$ cat config.mk
export PLATFORM = sky130hd
export DESIGN_NAME = gpio_bank_regs
export DESIGN_NICKNAME = d
export VERILOG_FILES = /design/src/rtl/gpio_bank_pkg.sv /design/src/rtl/gpio_bank_ctrl.sv /design/src/rtl/gpio_bank_dp.sv /design/src/rtl/gpio_bank_regs.sv
export SDC_FILE = /design/constraint.sdc
export NUM_CORES = 1
export LEC_CHECK = 0
export ABC_AREA = 0
export BUFFER_PORTS_ARGS = -buffer_cell sky130_fd_sc_hd__buf_2
export CORE_UTILIZATION = 42
export DETAILED_ROUTE_END_ITERATION = 8
export PLACE_DENSITY = 0.73
export SYNTH_ARGS = -nofsm -noshare
export SYNTH_HDL_FRONTEND = slang
export SYNTH_HIERARCHICAL = 1
export SYNTH_SLANG_ARGS = --single-unit
$ cat constraint.sdc
create_clock -name clk -period 1.98 [get_ports clk]
set_input_delay 0.297 -clock clk [delete_from_list [all_inputs] [get_ports clk]]
set_output_delay 0.297 -clock clk [all_outputs]
set_load 0.01 [all_outputs]
$ cat src/rtl/gpio_bank_pkg.sv
package gpio_bank_pkg;

  localparam int PORT_SEL_W = 2;
  localparam int N_PORTS    = 1 << PORT_SEL_W;

  // register group, taken from byte-offset bits [6:4]
  typedef enum logic [2:0] {
    GRP_CFG  = 3'd0,
    GRP_OE   = 3'd1,
    GRP_OUT  = 3'd2,
    GRP_IN   = 3'd3,
    GRP_ISTA = 3'd4,
    GRP_IEN  = 3'd5,
    GRP_ITYP = 3'd6,
    GRP_ICLR = 3'd7
  } regGrp_e;

  // decoded access from control to datapath
  typedef struct packed {
    logic                  wr;      // write hits a writable register
    logic                  rd;      // a read was requested
    logic                  rdHit;   // the read hits a readable register
    logic                  masked;  // access is in the alias window
    regGrp_e               grp;
    logic [PORT_SEL_W-1:0] port;
  } busStrobe_t;

endpackage

$ cat src/rtl/gpio_bank_ctrl.sv
module gpio_bank_ctrl
  import gpio_bank_pkg::*;
#(
  parameter int ADDR_W      = 12,
  parameter int BANK_IDX    = 1,
  parameter int BANK_STRIDE = 128,
  parameter int ALIAS_OFS   = 2048
) (
  input  logic              busWe,
  input  logic              busRe,
  input  logic [ADDR_W-1:0] busAddr,
  output busStrobe_t        strb
);

  localparam int GROUP_SPAN = 128;
  localparam logic [ADDR_W-1:0] PLAIN_BASE = ADDR_W'(BANK_IDX * BANK_STRIDE);
  localparam logic [ADDR_W-1:0] ALIAS_BASE = ADDR_W'(BANK_IDX * BANK_STRIDE + ALIAS_OFS);

  logic [ADDR_W-1:0] plainRel;
  logic [ADDR_W-1:0] aliasRel;
  logic [4:0]        relSel;
  logic              inPlain;
  logic              inAlias;
  logic              writable;
  logic              readable;
  regGrp_e           grp;

  always_comb begin
    plainRel = busAddr - PLAIN_BASE;
    aliasRel = busAddr - ALIAS_BASE;
    inPlain  = plainRel < ADDR_W'(GROUP_SPAN);
    inAlias  = aliasRel < ADDR_W'(GROUP_SPAN);
    relSel   = inPlain ? plainRel[6:2] : aliasRel[6:2];
    grp      = regGrp_e'(relSel[4:2]);

    unique case (grp)
      GRP_CFG, GRP_OE, GRP_OUT, GRP_IEN, GRP_ITYP: writable = 1'b1;
      default:                                   writable = 1'b0;
    endcase
    unique case (grp)
      GRP_ISTA, GRP_ICLR: readable = 1'b0;
      default:            readable = 1'b1;
    endcase

    strb.wr     = busWe & (inPlain | inAlias) & writable;
    strb.rd     = busRe;
    strb.rdHit  = busRe & inPlain & readable;
    strb.masked = inAlias & ~inPlain;
    strb.grp    = grp;
    strb.port   = relSel[1:0];
  end

endmodule

$ cat src/rtl/gpio_bank_dp.sv
module gpio_bank_dp
  import gpio_bank_pkg::*;
#(
  parameter int DATA_W = 32,
  parameter int PORT_W = 8,
  localparam int PINS  = N_PORTS * PORT_W
) (
  input  logic              clk,
  input  logic              rst,
  input  busStrobe_t        strb,
  input  logic [2*PORT_W-1:0] wrData,
  input  logic [PINS-1:0]   pinIn,
  output logic [PINS-1:0]   pinOut,
  output logic [PINS-1:0]   pinOe,
  output logic [PINS-1:0]   intEnable,
  output logic [PINS-1:0]   intType,
  output logic [DATA_W-1:0] rdData,
  output logic              rdValid
);

  logic [PORT_W-1:0] wrVal;
  logic [PORT_W-1:0] wrMask;
  assign wrVal  = wrData[PORT_W-1:0];
  assign wrMask = wrData[2*PORT_W-1:PORT_W];

  function automatic logic [PORT_W-1:0] mergeByte(
    input logic [PORT_W-1:0] old,
    input logic [PORT_W-1:0] val,
    input logic [PORT_W-1:0] msk,
    input logic              useMask
  );
    return useMask ? ((old & ~msk) | (val & msk)) : val;
  endfunction

  logic [PORT_W-1:0] cfgV [N_PORTS];
  logic [PORT_W-1:0] oeV  [N_PORTS];
  logic [PORT_W-1:0] outV [N_PORTS];
  logic [PORT_W-1:0] ienV [N_PORTS];
  logic [PORT_W-1:0] ityV [N_PORTS];

  for (genvar p = 0; p < N_PORTS; p++) begin : gPort
    logic [PORT_W-1:0] cfgQ, oeQ, outQ, ienQ, ityQ;
    logic sel;
    assign sel = strb.wr && (strb.port == PORT_SEL_W'(p));

    always_ff @(posedge clk) begin
      if (rst) begin
        cfgQ <= '0;
        oeQ  <= '0;
        outQ <= '0;
        ienQ <= '0;
        ityQ <= '0;
      end else if (sel) begin
        unique case (strb.grp)
          GRP_CFG:  cfgQ <= mergeByte(cfgQ, wrVal, wrMask, strb.masked);
          GRP_OE:   oeQ  <= mergeByte(oeQ,  wrVal, wrMask, strb.masked);
          GRP_OUT:  outQ <= mergeByte(outQ, wrVal, wrMask, strb.masked);
          GRP_IEN:  ienQ <= mergeByte(ienQ, wrVal, wrMask, strb.masked);
          GRP_ITYP: ityQ <= mergeByte(ityQ, wrVal, wrMask, strb.masked);
          default: ;
        endcase
      end
    end

    assign cfgV[p] = cfgQ;
    assign oeV[p]  = oeQ;
    assign outV[p] = outQ;
    assign ienV[p] = ienQ;
    assign ityV[p] = ityQ;

    assign pinOe[p*PORT_W +: PORT_W]     = cfgQ & oeQ;
    assign pinOut[p*PORT_W +: PORT_W]    = outQ & cfgQ & oeQ;
    assign intEnable[p*PORT_W +: PORT_W] = ienQ;
    assign intType[p*PORT_W +: PORT_W]   = ityQ;
  end

  // two-flop input synchronizer
  logic [PINS-1:0] syncA, syncB;
  always_ff @(posedge clk) begin
    if (rst) begin
      syncA <= '0;
      syncB <= '0;
    end else begin
      syncA <= pinIn;
      syncB <= syncA;
    end
  end

  logic [PORT_W-1:0] rdByte;
  always_comb begin
    unique case (strb.grp)
      GRP_CFG:  rdByte = cfgV[strb.port];
      GRP_OE:   rdByte = oeV[strb.port];
      GRP_OUT:  rdByte = outV[strb.port];
      GRP_IN:   rdByte = syncB[strb.port*PORT_W +: PORT_W];
      GRP_IEN:  rdByte = ienV[strb.port];
      GRP_ITYP: rdByte = ityV[strb.port];
      default:  rdByte = '0;
    endcase
  end

  always_ff @(posedge clk) begin
    if (rst) begin
      rdData  <= '0;
      rdValid <= 1'b0;
    end else begin
      rdValid <= strb.rd;
      if (strb.rd) rdData <= strb.rdHit ? DATA_W'(rdByte) : '0;
    end
  end

  // pin-position views of the current write, used by the checks below
  logic [PINS-1:0] wideMask, wideVal, wideField;
  assign wideMask  = PINS'(wrMask) << (strb.port * PORT_W);
  assign wideVal   = PINS'(wrVal) << (strb.port * PORT_W);
  assign wideField = PINS'({PORT_W{1'b1}}) << (strb.port * PORT_W);

  p_masked_keep_r2: assert property (@(posedge clk) disable iff (rst)
    (strb.wr && strb.masked && strb.grp == GRP_OUT)
      |=> (((pinOut ^ $past(pinOut)) & ~$past(wideMask)) == '0))
    else $error("R2: masked write touched an unmasked pin");

  p_quiet_pads_r4: assert property (@(posedge clk) disable iff (rst)
    !strb.wr |=> ($stable(pinOut) && $stable(pinOe)))
    else $error("R4: pad outputs changed without a write");

  p_rvalid_r9: assert property (@(posedge clk) disable iff (rst)
    strb.rd |=> rdValid)
    else $error("R9: read not answered");

  p_no_spurious_rvalid_r9: assert property (@(posedge clk) disable iff (rst)
    !strb.rd |=> !rdValid)
    else $error("R9: valid without read");

  p_unmapped_zero_r8: assert property (@(posedge clk) disable iff (rst)
    (strb.rd && !strb.rdHit) |=> (rdData == '0))
    else $error("R8: unmapped read returned nonzero");

  p_ien_plain_r10: assert property (@(posedge clk) disable iff (rst)
    (strb.wr && !strb.masked && strb.grp == GRP_IEN)
      |=> (intEnable == (($past(intEnable) & ~$past(wideField)) | $past(wideVal))))
    else $error("R10: interrupt enable not updated");

endmodule

$ cat src/rtl/gpio_bank_regs.sv
module gpio_bank_regs
  import gpio_bank_pkg::*;
#(
  parameter int ADDR_W      = 12,
  parameter int DATA_W      = 32,
  parameter int PORT_W      = 8,
  parameter int BANK_IDX    = 1,
  parameter int BANK_STRIDE = 128,
  parameter int ALIAS_OFS   = 2048,
  localparam int PINS       = N_PORTS * PORT_W
) (
  input  logic              clk,
  input  logic              rst,
  input  logic              busWe,
  input  logic              busRe,
  input  logic [ADDR_W-1:0] busAddr,
  input  logic [DATA_W-1:0] busWdata,
  output logic [DATA_W-1:0] busRdata,
  output logic              busRvalid,
  input  logic [PINS-1:0]   pinIn,
  output logic [PINS-1:0]   pinOut,
  output logic [PINS-1:0]   pinOe,
  output logic [PINS-1:0]   intEnable,
  output logic [PINS-1:0]   intType
);

  busStrobe_t strb;
  logic unusedWdataHi;
  assign unusedWdataHi = ^busWdata[DATA_W-1:2*PORT_W];

  gpio_bank_ctrl #(
    .ADDR_W(ADDR_W), .BANK_IDX(BANK_IDX),
    .BANK_STRIDE(BANK_STRIDE), .ALIAS_OFS(ALIAS_OFS)
  ) u_ctrl (
    .busWe(busWe), .busRe(busRe), .busAddr(busAddr), .strb(strb)
  );

  gpio_bank_dp #(.DATA_W(DATA_W), .PORT_W(PORT_W)) u_dp (
    .clk(clk), .rst(rst), .strb(strb),
    .wrData(busWdata[2*PORT_W-1:0]), .pinIn(pinIn),
    .pinOut(pinOut), .pinOe(pinOe),
    .intEnable(intEnable), .intType(intType),
    .rdData(busRdata), .rdValid(busRvalid)
  );

endmodule

==> results.txt, run 1 <==
----------------------------------------------------
[CTS]
  CTS tree ... yes
  Number of clock buffers inserted by TritonCTS ... 24
  Clock latency at the later pin of the worst-skew pair ... 520 ps
  Clock slew seen by the registers of the worst setup and hold paths ... 60 ps
  Number of post-CTS setup repair buffers ... 0
  Clock tree sinks ... 233
  Largest buffer count on any clock path ... 3
  H-tree depth reported by CTS ... 1
  Clock root buffer ... sky130_fd_sc_hd__clkbuf_16

[Logic synthesis]
  Synth Warn # ... 6
  Share of synthesized flip-flops with an asynchronous set or reset ... 0%
  Number of instances in the synthesized netlist ... 1,185
  FF+latch count, synth ... 233
  Synth Cell Area ... 11,600 µm²
  Syn avg cell area ... 9.78 µm²
  Sequential cell area fraction in the yosys report ... 40.3%
  Most used flip-flop cell after synthesis ... sky130_fd_sc_hd__dfxtp_1
  Synth unique cells ... 52
  Number of synthesized flops with an enable pin ... 0

[STA]
  Clock tree skew after final layout ... 12.9 ps
  Transition time at the pin with the least slew margin ... 594 ps
  Time the worst path needs with I/O delays and setup ... 1920 ps
  Sum of negative setup slack ... 0 ps
  Final setup fails ... 0
  Relative slew slack ... 60.4%
  Hold Violations, Final ... 0
  Worst Setup Slack, final ... 62.4 ps
  F_max ... 0.521 GHz
  Setup repair after global routing missed its margin ... yes
  Part of the cycle the worst path needs ... 96.8%
  Pins over their slew limit ... 0

[Detailed routing]
  Met3 layer wire length in the routed design ... 2.73 mm
  Uppermost layer routed ... met4
  Post-detailed-routing wire length ... 34.9 mm
  Met2 wire length ... 16.0 mm
  Routed vias/inst ... 5.52
  WL per Instance ... 20.0 µm
  Final routed DRC violation total ... 0
  Routed met1 length ... 14.8 mm
  First-pass DRT Iterations ... 7
  Number of antenna-violating nets in the routed design ... 0
  Initial DRC count ... 953
  Total number of vias ... 9,642

[Placement]
  Instance count after placement with tap cells included ... 1,680
  Post-detailed-placement half-perimeter wirelength ... 24.4 mm
  Global placer's final weighted congestion ... 0.896
  Port buffer count ... 198
  Setup slack at placement ... -490 ps

[Setup path]
  Critical Path Source Type ... input pin
  Highest fanout seen on the critical path ... 40
  Critical path class ... input pin to flip-flop
  Startpoint of the most critical setup path ... busAddr[7]
  Kind of end point of the critical path ... flip-flop
  Number of cells on the worst reg-to-reg path ... 4
  Worst reg2reg endpoint ... u_dp/rdData[7]$_SDFFE_PP0P_
  Arrival time at the worst endpoint ... 2320 ps
  Data required, critical path ... 2380 ps
  Minimum setup slack among reg-to-reg paths ... 480 ps

[Cells and area]
  Number of inserted diodes ... 0
  Share of final-layout standard cells stronger than drive strength 1 ... 31.2%
  Layout overhead on the synthesized area ... 23.6%
  Highest-count cells in the layout ignoring fill and taps ... sky130_fd_sc_hd__dfxtp_1, sky130_fd_sc_hd__mux2i_1, sky130_fd_sc_hd__buf_2, sky130_fd_sc_hd__nor2_1, sky130_fd_sc_hd__nor3_2
  Commonest non-fill, non-tap cell in the layout ... sky130_fd_sc_hd__dfxtp_1
  Net total in the final layout ... 1,471
  Filler-free cell count of the finished design ... 1,746

[Floorplan]
  Die area ... 28,300 µm²
  Core box area ... 27,000 µm²
  Initial cell density of the core ... 42.9%
  Chip width ... 168 µm
  Die H ... 168 µm
  Placement Rows ... 60
  Number of I/O pins ... 241

[Power]
  Power density over the cells ... 704 nW/µm²
  Worst vdd rail ir drop ... 554 µV
  Tot Pwr ... 10.1 mW
  Pleak ... 5.92 nW

[Status]
  Outcome ... finished clean

[Min path]
  Destination of the worst hold path ... u_dp/syncA[21]$_SDFF_PP0_
  Min-delay worst type ... input pin to flip-flop
  Critical hold path startpoint ... pinIn[21]
  WHS Path Cells ... 2

[Global route]
  Overflow after GRT ... 0
  Maximum number of pins on one net before global-route repair ... 68
  Number of antenna violations at the first check in global routing ... 0
  Overall Global Routing Usage ... 24.0%
  Wire length of the first global-routing pass ... 52.6 mm
  Number of global-route vias before repair ... 9,138

[Job]
  Max Cap Violations ... 0

----------------------------------------------------
## stage by stage
step / utilization (%) / hold WS [ps] / area, µm²
global route: 53.0 / 6.48 / 14300
finish: 53.0 / 10.3 / 14300
floorplan: - / 414 / 11800
detailed placement: 49.0 / 420 / 13200
CTS: 52.9 / 1.31 / 14300
global placement: 49.0 / 420 / 13200
## synth_stat cells (all sizes together), types with 3 or more instances
| cell type | instances | share of area [%] |
|---|---|---|
| nor3b | 5 | 0.37 |
| nor3 | 124 | 8.0 |
| mux2i | 198 | 17 |
| dfxtp | 233 | 40 |
| and3 | 33 | 1.8 |
| and2 | 35 | 1.9 |
| a21oi | 6 | 0.26 |
| clkbuf | 44 | 1.4 |
| nand2 | 4 | 0.13 |
| a311oi | 9 | 0.73 |
| buf | 95 | 5.6 |
| nand3b | 4 | 0.48 |
| o22ai | 14 | 0.76 |
| mux2 | 15 | 1.5 |
| a22oi | 9 | 0.58 |
| inv | 3 | 0.097 |
| nand3 | 42 | 1.8 |
| nand4bb | 3 | 0.29 |
| nand2b | 8 | 0.43 |
| mux4 | 22 | 4.3 |
| o2bb2ai | 4 | 0.30 |
| o21ai | 3 | 0.13 |
| nor2b | 74 | 4.0 |
| a211oi | 5 | 0.32 |
| nor2 | 169 | 5.5 |
## kinds of logic after synthesis
family          Yosys count  synth area share [%]
compound gates           56                  3.55
xor+xnor                  2                 0.151
fa+ha+maj                 1                 0.108
buf+inv                 142                  7.11
flops                   233                  40.3
mux                     235                  22.8
other cells               1                0.0324
simple gates            515                  26.0
## final cells by class
cell class              count  area, µm²
inverters                   3       11.3
multi-input cells         833       6300
fillers                  2377      12700
well taps                 341        427
repair buffers            295       2120
clock inverters             6       86.3
clock buffers              35        713
flip-flops and latches    233       4660
## critical path: stages
cell and delay [ps]:
sky130_fd_sc_hd__buf_2 90, sky130_fd_sc_hd__inv_1 40, sky130_fd_sc_hd__ha_1 190, sky130_fd_sc_hd__xor2_1 150, sky130_fd_sc_hd__nor3_2 230, sky130_fd_sc_hd__and4b_2 330, sky130_fd_sc_hd__nand3_2 110, sky130_fd_sc_hd__buf_12 220
sky130_fd_sc_hd__nor3_1 360, sky130_fd_sc_hd__mux2i_1 230, sky130_fd_sc_hd__nor2_1 50
## worst max-delay path by stage
stage | to | cells after the start
floorplan | flip-flop | 11
CTS | flip-flop | 12
detailed placement | flip-flop | 12
global route | flip-flop | 11
finish | flip-flop | 11
global placement | flip-flop | 12
## repair_timing
action / 4_1_cts / 5_1_grt
gates resized for setup: 0 / 5
hold buffers: 24 / 1
endpoints found under the setup margin: 0 / 41
hold endpoints to repair: 24 / 1
## report_power, final
part	internal [mW]	leakage (nW)	total [mW]	switching [mW]
Clock	2.75	0.390	4.59	1.84
Sequential	4.75	1.89	4.76	0.0139
Combinational	0.290	3.64	0.733	0.444
## per-layer routing
metal	up-vias	global-route usage [%]
met5	-	0
met1	4614	31.9
met2	442	37.9
met3	97	4.51
li1	4489	-
met4	0	10.8
No activity file was read; power rests on OpenSTA's default activity.
==> run 2, diff against run 1 <==
- PLACE_DENSITY: 0.73 -> not set
- PLACE_DENSITY_LB_ADDON: not set -> 0.25
==> results.txt, run 2 (synthesis results as in run 1) <==
----------------------------------------------------
[Status]
  Outcome ... finished clean

[Min path]
  Critical hold path startpoint ... pinIn[26]
  Min-delay worst type ... input pin to flip-flop

[Floorplan]
  Chip width ... 168 µm (unchanged)
  Core box area ... 27,000 µm² (unchanged)
  Number of I/O pins ... 241 (unchanged)
  Die H ... 168 µm (unchanged)
  Initial cell density of the core ... 42.9% (unchanged)
  Placement Rows ... 60 (unchanged)
  Die area ... 28,300 µm² (unchanged)

[Setup path]
  Arrival time at the worst endpoint ... 2200 ps (-120 ps)
  Startpoint of the most critical setup path ... busAddr[7]
  Highest fanout seen on the critical path ... 30 (-25%)
  Data required, critical path ... 2390 ps (about the same)
  Kind of end point of the critical path ... flip-flop
  Critical path class ... input pin to flip-flop
  Critical Path Source Type ... input pin

[STA]
  Relative slew slack ... 64.4% (+4.0 points)
  Worst Setup Slack, final ... 184 ps (+121 ps)
  Hold Violations, Final ... 0 (unchanged)
  F_max ... 0.557 GHz (+6.7%)
  Final setup fails ... 0 (unchanged)
  Time the worst path needs with I/O delays and setup ... 1800 ps (-121 ps)
  Pins over their slew limit ... 0 (unchanged)
  Transition time at the pin with the least slew margin ... 533 ps (-60.4 ps)
  Clock tree skew after final layout ... 18.7 ps (+5.87 ps)
  Part of the cycle the worst path needs ... 90.7% (-6.1 points)
  Setup repair after global routing missed its margin ... no

[Global route]
  Met3 routing resource usage after global routing ... 3.76% (-0.75 points)
  Number of global-route vias before repair ... 8,759 (-4.1%)
  Overflow after GRT ... 0 (unchanged)
  Layer carrying the most global-route usage ... met2
  Maximum number of pins on one net before global-route repair ... 55 (-19%)
  M2 GR Usage ... 38.8% (+0.91 points)
  Number of antenna violations at the first check in global routing ... 0 (unchanged)
  Overall Global Routing Usage ... 24.0% (about the same)
  Wire length of the first global-routing pass ... 52.4 mm (-0.38%)
  Grt met1 use ... 32.6% (+0.70 points)

[CTS]
  Clock slew seen by the registers of the worst setup and hold paths ... 60 ps (about the same)
  Clock root buffer ... sky130_fd_sc_hd__clkbuf_16
  Number of post-CTS setup repair buffers ... 0 (unchanged)
  Clock tree sinks ... 233 (unchanged)
  Clock latency at the later pin of the worst-skew pair ... 550 ps (+30 ps)
  H-tree depth reported by CTS ... 1 (unchanged)
  Number of clock buffers inserted by TritonCTS ... 25 (+4.2%)
  CTS tree ... yes
  Largest buffer count on any clock path ... 3 (unchanged)

[Detailed routing]
  First-pass DRT Iterations ... 5 (-2)
  Initial DRC count ... 831 (-13%)
  Routed vias/inst ... 5.42 (-1.9%)
  WL per Instance ... 19.8 µm (-1.1%)
  Total number of vias ... 9,574 (-0.71%)
  Final routed DRC violation total ... 0 (unchanged)
  Post-detailed-routing wire length ... 35.0 mm (+0.14%)
  Number of antenna-violating nets in the routed design ... 0 (unchanged)

[Cells and area]
  Fin util ... 54.0% (+1.1 points)
  Commonest non-fill, non-tap cell in the layout ... sky130_fd_sc_hd__dfxtp_1
  Layout fillers ... 2,426 (+2.1%)
  Highest-count cells in the layout ignoring fill and taps ... sky130_fd_sc_hd__dfxtp_1, sky130_fd_sc_hd__mux2i_1, sky130_fd_sc_hd__buf_2, sky130_fd_sc_hd__nor2_1, sky130_fd_sc_hd__nor3_2
  Share of final-layout standard cells stronger than drive strength 1 ... 31.9% (+0.71 points)
  Layout overhead on the synthesized area ... 26.0%
  Number of inserted diodes ... 0 (unchanged)
  Net total in the final layout ... 1,490 (+1.3%)

[Power]
  Pleak ... 6.07 nW (+2.5%)
  Worst vdd rail ir drop ... 750 µV (+36%)
  Power density over the cells ... 749 nW/µm² (+6.4%)

[Job]
  Max Cap Violations ... 0 (unchanged)

[Placement]
  Post-detailed-placement half-perimeter wirelength ... 24.6 mm (+1.1%)
  Setup slack at placement ... -421 ps (+69.4 ps)
  Global placer's final weighted congestion ... 0.854 (-4.7%)
  Port buffer count ... 198 (unchanged)

----------------------------------------------------
==> run 2: power breakdown <==
group / total [mW] / leakage [nW] / internal, mW / switching (mW)
sequential: 4.76 / 1.89 / 4.75 / 0.0146
clock: 5.43 / 0.466 / 3.44 / 2.00
combinational: 0.742 / 3.71 / 0.304 / 0.438
==> run 2: metal layers <==
metal / part of all wire (%) / up-vias
li1: - / 4534
met1: 45 / 4665
met2: 46 / 328
met3: 5.8 / 47
met4: 2.9 / 0
met5: 0 / -
==> run 2: through the flow <==
step | instance area [µm²] | hold WS [ps] | total power, mW | std cells | setup TNS, ps
after floorplan | 11800 | 414 | 5.34 | 1208 | -659
after global placement | 13300 | 418 | 5.55 | 1694 | -47540
after detailed placement | 13300 | 425 | 5.56 | 1694 | -52270
after CTS | 14600 | 0.00572 | 11.0 | 1767 | 0
after global routing | 14600 | 12.3 | 11.3 | 1768 | 0
final | 14600 | 0.750 | 10.9 | 1768 | 0
==> run 2: path summary, 6_finish.rpt <==
check | slack (ps) | depth (start not counted) | end
hold / removal | 0.7 | 2 | u_dp/syncA[26]$_SDFF_PP0_
setup reg to reg | 360 | 4 | u_dp/rdData[6]$_SDFFE_PP0P_
setup / recovery | 180 | 11 | flip-flop
hold reg to reg | 430 | 1 | u_dp/syncB[5]$_SDFF_PP0_
==> run 2: area by class of cell <==
cell class	count	area, µm²	share of cell area (%)
Clock inverter	11	251	1.72
Clock buffer	34	709	4.86
Timing Repair Buffer	313	2250	15.4
Sequential cell	233	4660	31.9
Tap cell	341	427	2.92
Inverter	3	11.3	0.0771
Multi-Input combinational cell	833	6290	43.1
==> run 2: critical path, stage by stage <==
cell,delay [ps]
sky130_fd_sc_hd__buf_2,90
sky130_fd_sc_hd__inv_1,40
sky130_fd_sc_hd__ha_1,200
sky130_fd_sc_hd__xor2_1,150
sky130_fd_sc_hd__nor3_2,180
sky130_fd_sc_hd__and4b_2,320
sky130_fd_sc_hd__nand3b_1,130
sky130_fd_sc_hd__buf_4,300
sky130_fd_sc_hd__nor3_1,230
sky130_fd_sc_hd__mux2i_1,200
sky130_fd_sc_hd__nor2_1,50
==> run 2: repair_timing <==
action / in CTS / in global routing
hold buffers: 28 / 1
endpoints found under the setup margin: 0 / 10
endpoints found under the hold margin: 28 / 1
resized for setup: 0 / 4
